### src/rtl/usb_irq_pkg.sv
package usb_irq_pkg;
  // global region word offsets
  localparam int GSTS_WORD = 0;
  localparam int GMSK_WORD = 1;
  localparam int CFG_WORD  = 2;
  localparam int SUM_WORD  = 4;
  localparam int SMSK_WORD = 5;
  // channel region: 8 words per channel
  localparam int CH_STRIDE_LOG2 = 3;
  localparam int CH_STS_OFS = 2;
  localparam int CH_MSK_OFS = 3;
  localparam int DW = 32;
  localparam int CHIRQ_BIT = 25;
endpackage

### src/rtl/irq_chan_regs.sv
module irq_chan_regs #(
  parameter int CH_W = 8
) (
  input  logic            clk_i,
  input  logic            rst_ni,
  input  logic [CH_W-1:0] set_i,
  input  logic            sts_wr_i,
  input  logic            msk_wr_i,
  input  logic [CH_W-1:0] wdata_i,
  output logic [CH_W-1:0] sts_o,
  output logic [CH_W-1:0] msk_o,
  output logic            sum_o
);
  logic [CH_W-1:0] sts_q, msk_q, clr;

  assign clr = sts_wr_i ? wdata_i : '0;

  always_ff @(posedge clk_i or negedge rst_ni) begin
    if (!rst_ni) begin
      sts_q <= '0;
      msk_q <= '0;
    end else begin
      sts_q <= (sts_q & ~clr) | set_i;  // set wins
      if (msk_wr_i) msk_q <= wdata_i;
    end
  end

  assign sts_o = sts_q;
  assign msk_o = msk_q;
  assign sum_o = |(sts_q & msk_q);

  assert_sts_set_R5: assert property (@(posedge clk_i) disable iff (!rst_ni)
    (|set_i) |=> ((sts_q & $past(set_i)) == $past(set_i)));

  assert_sts_w1c_R6: assert property (@(posedge clk_i) disable iff (!rst_ni)
    (sts_wr_i && set_i == '0) |=> ((sts_q & $past(wdata_i)) == '0));

  assert_sum_masked_R2: assert property (@(posedge clk_i) disable iff (!rst_ni)
    (msk_wr_i && wdata_i == '0) |=> !sum_o);
endmodule

### src/rtl/irq_summary.sv
module irq_summary #(
  parameter int NUM_CH = 16
) (
  input  logic              clk_i,
  input  logic              rst_ni,
  input  logic [NUM_CH-1:0] sum_i,
  input  logic              smsk_wr_i,
  input  logic [NUM_CH-1:0] wdata_i,
  output logic [NUM_CH-1:0] smsk_o,
  output logic              chirq_o
);
  logic [NUM_CH-1:0] smsk_q;

  always_ff @(posedge clk_i or negedge rst_ni) begin
    if (!rst_ni)        smsk_q <= '0;
    else if (smsk_wr_i) smsk_q <= wdata_i;
  end

  assign smsk_o  = smsk_q;
  assign chirq_o = |(sum_i & smsk_q);

  assert_chirq_masked_R3: assert property (@(posedge clk_i) disable iff (!rst_ni)
    (smsk_wr_i && wdata_i == '0) |=> !chirq_o);
endmodule

### src/rtl/irq_glb_regs.sv
module irq_glb_regs
  import usb_irq_pkg::*;
(
  input  logic          clk_i,
  input  logic          rst_ni,
  input  logic [DW-1:0] set_i,
  input  logic          chirq_i,
  input  logic          gsts_wr_i,
  input  logic          gmsk_wr_i,
  input  logic          cfg_wr_i,
  input  logic [DW-1:0] wdata_i,
  output logic [DW-1:0] gsts_o,
  output logic [DW-1:0] gmsk_o,
  output logic          en_o,
  output logic          irq_o
);
  localparam logic [DW-1:0] CHMASK = DW'(1) << CHIRQ_BIT;

  logic [DW-1:0] gsts_q, gmsk_q, clr, view;
  logic          en_q, irq_q;

  assign clr  = gsts_wr_i ? wdata_i : '0;
  assign view = gsts_q | (chirq_i ? CHMASK : '0);

  always_ff @(posedge clk_i or negedge rst_ni) begin
    if (!rst_ni) begin
      gsts_q <= '0;
      gmsk_q <= '0;
      en_q   <= 1'b0;
      irq_q  <= 1'b0;
    end else begin
      gsts_q <= ((gsts_q & ~clr) | set_i) & ~CHMASK;
      if (gmsk_wr_i) gmsk_q <= wdata_i;
      if (cfg_wr_i)  en_q   <= wdata_i[0];
      irq_q <= en_q & (|(view & gmsk_q));
    end
  end

  assign gsts_o = view;
  assign gmsk_o = gmsk_q;
  assign en_o   = en_q;
  assign irq_o  = irq_q;

  assert_gsts_w1c_R7: assert property (@(posedge clk_i) disable iff (!rst_ni)
    gsts_wr_i |=> ((gsts_q & $past(wdata_i & ~set_i)) == '0));

  assert_irq_gated_R10: assert property (@(posedge clk_i) disable iff (!rst_ni)
    !en_q |=> !irq_q);

  assert_irq_hold_R1: assert property (@(posedge clk_i) disable iff (!rst_ni)
    ($stable(view) && $stable(gmsk_q) && $stable(en_q)) |=> $stable(irq_q));
endmodule

### src/rtl/usb_irq_aggregator.sv
module usb_irq_aggregator
  import usb_irq_pkg::*;
#(
  parameter int NUM_CH = 16,
  parameter int CH_W   = 8,
  localparam int CIW   = $clog2(NUM_CH),
  localparam int AW    = CIW + CH_STRIDE_LOG2 + 1
) (
  input  logic                   clk_i,
  input  logic                   rst_ni,
  input  logic [AW-1:0]          addr_i,
  input  logic                   wr_i,
  input  logic [DW-1:0]          wdata_i,
  output logic [DW-1:0]          rdata_o,
  input  logic [NUM_CH*CH_W-1:0] ch_set_i,
  input  logic [DW-1:0]          glb_set_i,
  output logic                   irq_o
);
  logic                      is_ch;
  logic [CIW-1:0]            ch_idx;
  logic [CH_STRIDE_LOG2-1:0] ch_ofs;
  logic [AW-2:0]             lo;

  assign is_ch  = addr_i[AW-1];
  assign ch_idx = addr_i[AW-2:CH_STRIDE_LOG2];
  assign ch_ofs = addr_i[CH_STRIDE_LOG2-1:0];
  assign lo     = addr_i[AW-2:0];

  logic g_sel_gsts, g_sel_gmsk, g_sel_cfg, g_sel_sum, g_sel_smsk;
  assign g_sel_gsts = !is_ch && lo == (AW-1)'(GSTS_WORD);
  assign g_sel_gmsk = !is_ch && lo == (AW-1)'(GMSK_WORD);
  assign g_sel_cfg  = !is_ch && lo == (AW-1)'(CFG_WORD);
  assign g_sel_sum  = !is_ch && lo == (AW-1)'(SUM_WORD);
  assign g_sel_smsk = !is_ch && lo == (AW-1)'(SMSK_WORD);

  logic [CH_W-1:0]   ch_sts [NUM_CH];
  logic [CH_W-1:0]   ch_msk [NUM_CH];
  logic [NUM_CH-1:0] summary;

  for (genvar c = 0; c < NUM_CH; c++) begin : g_ch
    logic hit;
    assign hit = wr_i && is_ch && ch_idx == CIW'(c);
    irq_chan_regs #(.CH_W(CH_W)) u_ch (
      .clk_i    (clk_i),
      .rst_ni   (rst_ni),
      .set_i    (ch_set_i[c*CH_W +: CH_W]),
      .sts_wr_i (hit && ch_ofs == CH_STRIDE_LOG2'(CH_STS_OFS)),
      .msk_wr_i (hit && ch_ofs == CH_STRIDE_LOG2'(CH_MSK_OFS)),
      .wdata_i  (wdata_i[CH_W-1:0]),
      .sts_o    (ch_sts[c]),
      .msk_o    (ch_msk[c]),
      .sum_o    (summary[c])
    );
  end

  logic [NUM_CH-1:0] smsk;
  logic              chirq;

  irq_summary #(.NUM_CH(NUM_CH)) u_sum (
    .clk_i     (clk_i),
    .rst_ni    (rst_ni),
    .sum_i     (summary),
    .smsk_wr_i (wr_i && g_sel_smsk),
    .wdata_i   (wdata_i[NUM_CH-1:0]),
    .smsk_o    (smsk),
    .chirq_o   (chirq)
  );

  logic [DW-1:0] gsts, gmsk;
  logic          en;

  irq_glb_regs u_glb (
    .clk_i     (clk_i),
    .rst_ni    (rst_ni),
    .set_i     (glb_set_i),
    .chirq_i   (chirq),
    .gsts_wr_i (wr_i && g_sel_gsts),
    .gmsk_wr_i (wr_i && g_sel_gmsk),
    .cfg_wr_i  (wr_i && g_sel_cfg),
    .wdata_i   (wdata_i),
    .gsts_o    (gsts),
    .gmsk_o    (gmsk),
    .en_o      (en),
    .irq_o     (irq_o)
  );

  always_comb begin
    rdata_o = '0;
    if (is_ch) begin
      if (ch_ofs == CH_STRIDE_LOG2'(CH_STS_OFS))      rdata_o = DW'(ch_sts[ch_idx]);
      else if (ch_ofs == CH_STRIDE_LOG2'(CH_MSK_OFS)) rdata_o = DW'(ch_msk[ch_idx]);
    end else if (g_sel_gsts) rdata_o = gsts;
    else if (g_sel_gmsk)     rdata_o = gmsk;
    else if (g_sel_cfg)      rdata_o = DW'(en);
    else if (g_sel_sum)      rdata_o = DW'(summary);
    else if (g_sel_smsk)     rdata_o = DW'(smsk);
  end

  // cascade check: the channel-pending bit may only be visible when some channel is pending
  assert_chbit_source_R3: assert property (@(posedge clk_i) disable iff (!rst_ni)
    gsts[CHIRQ_BIT] |-> (summary != '0));
endmodule

### config.mk
export PLATFORM = sky130hd
export DESIGN_NAME = usb_irq_aggregator
export DESIGN_NICKNAME = d
export VERILOG_FILES = /design/src/rtl/usb_irq_pkg.sv /design/src/rtl/irq_chan_regs.sv /design/src/rtl/irq_summary.sv /design/src/rtl/irq_glb_regs.sv /design/src/rtl/usb_irq_aggregator.sv
export SDC_FILE = /design/constraint.sdc
export NUM_CORES = 1
export LEC_CHECK = 0
export ABC_AREA = 1
export ABC_CLOCK_PERIOD_IN_PS = 3500
export BUFFER_PORTS_ARGS = -buffer_cell sky130_fd_sc_hd__buf_4
export CAP_MARGIN = 0
export CORE_MARGIN = 5
export CORE_UTILIZATION = 40
export CTS_CLUSTER_DIAMETER = 40
export CTS_CLUSTER_SIZE = 28
export DETAILED_ROUTE_END_ITERATION = 6
export HOLD_SLACK_MARGIN = 0.06
export PLACE_DENSITY_LB_ADDON = 0.12
export SETUP_SLACK_MARGIN = 0.1
export SYNTH_ARGS = -nofsm -noshare
export SYNTH_HDL_FRONTEND = slang
export SYNTH_SLANG_ARGS = --single-unit
### constraint.sdc
create_clock -name clk_i -period 3.5 [get_ports clk_i]
set_input_delay 0.7 -clock clk_i [delete_from_list [all_inputs] [get_ports clk_i]]
set_output_delay 0.7 -clock clk_i [all_outputs]
set_load 0.005 [all_outputs]
After elaboration in Yosys (flattened, before gate mapping) --
Index checks and enable logic that the tools add are counted.
Cells by class: $lt $le $gt $ge 1, eq/ne operators 21, muxes and demuxes 32, bitwise gates (word level) 72, reductions and logical operators 79
Operators by type and width (number):
- AND 8 bit | 32
- 2-to-1 mux 8 bit | 22
- 2-to-1 mux 32 bit | 4
- NOT 8 bit | 16
- OR 8 bit | 16
- OR reduction 8 bit | 16
- AND 32 bit | 2
- binary-select mux 8 bit (select 4 bit) | 2
- OR 32 bit | 2
- logical AND 1 bit | 58
- 2-to-1 mux 16 bit | 3
- equality test 4 bit (second input constant) | 8
- NOT 32 bit | 1
- OR reduction 32 bit | 1
- 2-to-1 mux 26 bit | 1
- AND 16 bit | 1
- equality test 4 x 3 -> 1 bit (second input constant) | 4
- OR reduction 16 bit | 1
- equality test 7 x 3 -> 1 bit (second input constant) | 2
- equality test 4 x 2 -> 1 bit (second input constant) | 2
- equality test 7 x 1 -> 1 bit (second input constant) | 1
- equality test 7 x 2 -> 1 bit (second input constant) | 1
- logical NOT 7 bit | 1
- equality test 3 x 2 -> 1 bit (second input constant) | 2
- other kinds (6) | 6
Storage, ports and cells: bits in registers 337, bits of input ports 203

Longest topological paths before layout --
depth in word-level cells 9, mapped depth 11, mapped depth without buffers 10

By module --
Synthesis repeated with hierarchy kept, for this count alone.
Second synthesis, totals: cells, all modules 2440, area total of the unflattened synthesis 18271.3 um2
By module, submodules not included:
- irq_chan_regs | times used 16, cells each 73, area each 663.1 um2, sequential area each 400.4 um2
- usb_irq_aggregator | times used 1, cells each 970, area each 4085.2 um2, sequential area each 0.0 um2
- irq_glb_regs | times used 1, cells each 233, area each 2792.7 um2, sequential area each 1626.6 um2
- irq_summary | times used 1, cells each 69, area each 783.3 um2, sequential area each 400.4 um2

Worst setup path after synthesis --
Ideal clock, no wire load.
path type input port to output port, start point input port addr_i[5], end point output port rdata_o[4], arrival time 1900 ps, data required time 2800 ps, slack 900 ps, cell stages on the path 8, buffers on the path 1, cells stage by stage nor2_2 nand2_2 nor3_2 clkbuf_1 a21oi_1 o21ai_0 a21oi_1 nand2_1
On the way: longest elaborated chain between the ends 8, elaborated cells between the ends (all ways) 25, classes of those cells eq/ne (4); mux (14); bitwise (1); reduce/logical (6)
Ends and longest elaborated chain:
- start: declaration | RTL line usb_irq_aggregator.sv:11 | input logic [AW-1:0] addr_i,
- equality test 7 x 3 -> 1 bit | RTL line usb_irq_aggregator.sv:34 | assign g_sel_smsk = !is_ch && lo == (AW-1)'(SMSK_WORD);
- logical AND 1 bit | RTL line usb_irq_aggregator.sv:34
- 2-to-1 mux 16 bit | RTL line usb_irq_aggregator.sv:96 | else if (g_sel_smsk) rdata_o = DW'(smsk);
- 2-to-1 mux 16 bit | RTL line usb_irq_aggregator.sv:95 | else if (g_sel_sum) rdata_o = DW'(summary);
- 2-to-1 mux 16 bit | RTL line usb_irq_aggregator.sv:94 | else if (g_sel_cfg) rdata_o = DW'(en);
- 2-to-1 mux 32 bit | RTL line usb_irq_aggregator.sv:93 | else if (g_sel_gmsk) rdata_o = gmsk;
- 2-to-1 mux 32 bit | RTL line usb_irq_aggregator.sv:92 | end else if (g_sel_gsts) rdata_o = gsts;
- 2-to-1 mux 32 bit * | RTL line usb_irq_aggregator.sv:89 | if (is_ch) begin
- end: declaration | RTL line usb_irq_aggregator.sv:14 | output logic [DW-1:0] rdata_o,
Mark *: on every way between the ends. The rest lies on a longest branch, timed or not. The select of a mux whose other input is x is not followed.

Worst setup path after layout --
start point input port addr_i[3], end point output port rdata_o[15]
On the way: longest elaborated chain between the ends 8, elaborated cells between the ends (all ways) 16, classes of those cells eq/ne (4); mux (6); reduce/logical (6)
Ends and longest elaborated chain (RTL line):
- equality test 7 x 3 -> 1 bit | usb_irq_aggregator.sv:34
- logical AND 1 bit | usb_irq_aggregator.sv:34
- 2-to-1 mux 16 bit | usb_irq_aggregator.sv:96
- 2-to-1 mux 16 bit | usb_irq_aggregator.sv:95
- 2-to-1 mux 16 bit | usb_irq_aggregator.sv:94
- 2-to-1 mux 32 bit | usb_irq_aggregator.sv:93
- 2-to-1 mux 32 bit * | usb_irq_aggregator.sv:92
- 2-to-1 mux 32 bit * | usb_irq_aggregator.sv:89
Mark *: on every way between the ends. The rest lies on a longest branch, timed or not.

==> metrics.txt <==
Avg Vias per Cell 5.31; Tmin final 3.33 ns; H-Tree Depth 2; Final Non-Filler Cells 2929; drt pass-1 iters 5; Final #Nets 2554; Clk pwr share 0.514; RSZ-0062 raised after global routing true; worst vdd ir 329 uV; DIE AREA 45200 um^2; Fin. Hold Viols 0; crit share post-route 0.952; CP Max Fanout 18; # DRC 0; clk_skew 0.0107 ns; area delta synth->final 26.1%; Num CTS Buffers 52; syn nets 2316; CTS tree yes; critical path type input port to primary output; clock buffer depth 3; Filler cells 4027; core area 40700 um^2; switching pwr 2.62 mW; Synth Warn # 0; P_leak 10.0 nW; flop2flop setup slack 1.89 ns; vias 15551; footprint of the multi-input gates 6810 um^2; cts hold-fix bufs 0; setup TNS 0 ns; grt total ovfl 0; Starting Density 0.403; buffers added on ports 234; CP required 2.80 ns; PwrDens 505 nW/um^2; placed cell count 2828; site row count 74; Max Cap Viol 0; Slew HR 0.352; combinational share of power 0.096; Worst setup SP type input port; Int Pwr 7.84 mW; Clock transition at path regs 0.05 ns; Die Span Y 213 um; clock latency at the later pin of the worst-skew pair 0.58 ns; GRT Overall Usage 0.253; status complete, no violations; Die Width 213 um; Seq pwr share 0.391; synthesized flop and latch total 337; dpl hpwl 41500 um; CP endpoint kind primary output; ratio of cells with drive above 1 in the final layout 0.165; Setup-failing EPs final 0; sw frac 0.250; Cell Area, Synth 16400 um^2; number of buffers added for setup after CTS 0; Top Ports 236; Yosys cell types 28; Wirelength per Cell 19.6 um; initial antenna violation count 4; first-pass GRT wire length 88600 um; Worst Hold Class input port to asynchronous set/reset pin; sequential area share after synthesis 0.514; measured slew at the worst slew-check pin 0.969 ns; Synth Instances 2113; total clock sinks 337; final wirelength 57500 um; syn avg cell area 7.77 um^2; commonest non-fill, non-tap cell in the layout nand2_1; most frequent cells in the layout nand2_1, dfrtp_1, o21ai_0; Arr. time, crit path 2.63 ns; 1st-iter DRT viols 1398; Final ANT Viol Nets 0; Root Driver clkbuf_16; routability cong. 0.905; Register Area 8430 um^2; Final Max Tran Viols 0; pin count of the biggest net entering global routing 111; vias in the first global route 15261; Peak Freq 300 MHz
cells by family (layout without fill, tap and decap cells):
logic type | Yosys count | in the layout | share of synthesized area
other cells | 0 | 3 | 0
flops | 337 | 337 | 0.514
buf+inv | 308 | 588 | 0.0733
mux | 1 | 1 | 0.000686
simple gates | 923 | 924 | 0.220
compound gates | 544 | 544 | 0.192
critical path, stage by stage:
cell      delay, ns
buf_4          0.15
buf_4          0.17
inv_2          0.14
nand3_1        0.11
nor3_2         0.17
inv_2          0.19
o21ai_0        0.52
o221ai_1       0.27
buf_4          0.20
registers in the layout, summed over array words and instances, names as in the netlist:
name / flops
u_glb.irq_o: 1
u_glb.en_o: 1
g_ch.u_ch.sts_o: 128
u_glb.gsts_q: 31
g_ch.u_ch.msk_o: 128
u_sum.smsk_o: 16
u_glb.gmsk_o: 32
metal layers:
metal / share of wire / vias to the layer above / GRT usage
met5: 0.00023 / - / 0
met4: 0.034 / 2 / 0.0938
met3: 0.070 / 120 / 0.0356
met2: 0.46 / 633 / 0.394
met1: 0.44 / 7433 / 0.363
li1: - / 7363 / -
per-stage QoR:
stage / power (mW) / cell area (um^2) / utilization / worst slack, ns / hold WS [ns]
2_1_floorplan: 4.59 / 16400 / - / 0.900 / 0.404
4_1_cts: 10.6 / 20700 / 0.508 / 0.119 / 0.227
3_5_place_dp: 5.15 / 18800 / 0.463 / 0.0324 / 0.474
6_report: 10.5 / 20700 / 0.508 / 0.169 / 0.207
5_1_grt: 10.8 / 20700 / 0.508 / 0.0766 / 0.264
3_3_place_gp: 5.13 / 18800 / 0.463 / 0.0485 / 0.468
synthesized netlist by cell type (all sizes together):
library cell,instances,area (um^2)
a22oi,128,961
nand3,27,135
o22ai,6,37.5
nor3,12,97.6
mux2,1,11.3
inv,211,792
a211oi,2,15.0
buf,40,198
clkbuf,57,214
nor2,68,270
a22o,16,140
nand4,5,31.3
o211ai,6,45.0
dfrtp,337,8430
nand2,810,3050
nor4,1,21.3
o221ai,3,26.3
a21oi,20,100
o21bai,7,52.6
o21ai,356,1780
worst paths after layout:
kind | start | endpoint | depth (start not counted)
min in group clk_i | ch_set_i[62] | g_ch[7].u_ch.sts_o[6] | 3
max | addr_i[3] | rdata_o[15] | 9
min reg2reg | u_glb.en_o | u_glb.en_o | 2
max reg2reg | g_ch[8].u_ch.msk_o[7] | u_glb.irq_o | 10
min | rst_ni | g_ch[4].u_ch.sts_o[1] | 1
max in group asynchronous | rst_ni | u_sum.smsk_o[10] | 2
power by group through the flow:
stage / sequential [mW] / combinational (mW) / clock [mW]
3_5_place_dp: 4.15 / 1.00 / 0
5_1_grt: 4.09 / 1.11 / 5.64
6_report: 4.09 / 1.00 / 5.37
3_3_place_gp: 4.14 / 0.988 / 0
2_1_floorplan: 4.13 / 0.461 / 0
4_1_cts: 4.08 / 1.01 / 5.46
cell type report:
type / instances / share of cell area
flip-flops and latches: 337 / 0.407
multi-input cells: 1469 / 0.329
repair buffers: 280 / 0.105
clock buffers: 69 / 0.0708
inverters: 211 / 0.0384
well taps: 532 / 0.0322
clock inverters: 28 / 0.0175
diodes: 3 / 0.000363
repair_timing:
action / 4_1_cts / 5_1_grt
endpoints found under the setup margin: 6 / 8
resized for setup: 0 / 5
pin swaps: 1 / 2
cloned: 1 / 0
(Power assumes the default switching activity.)
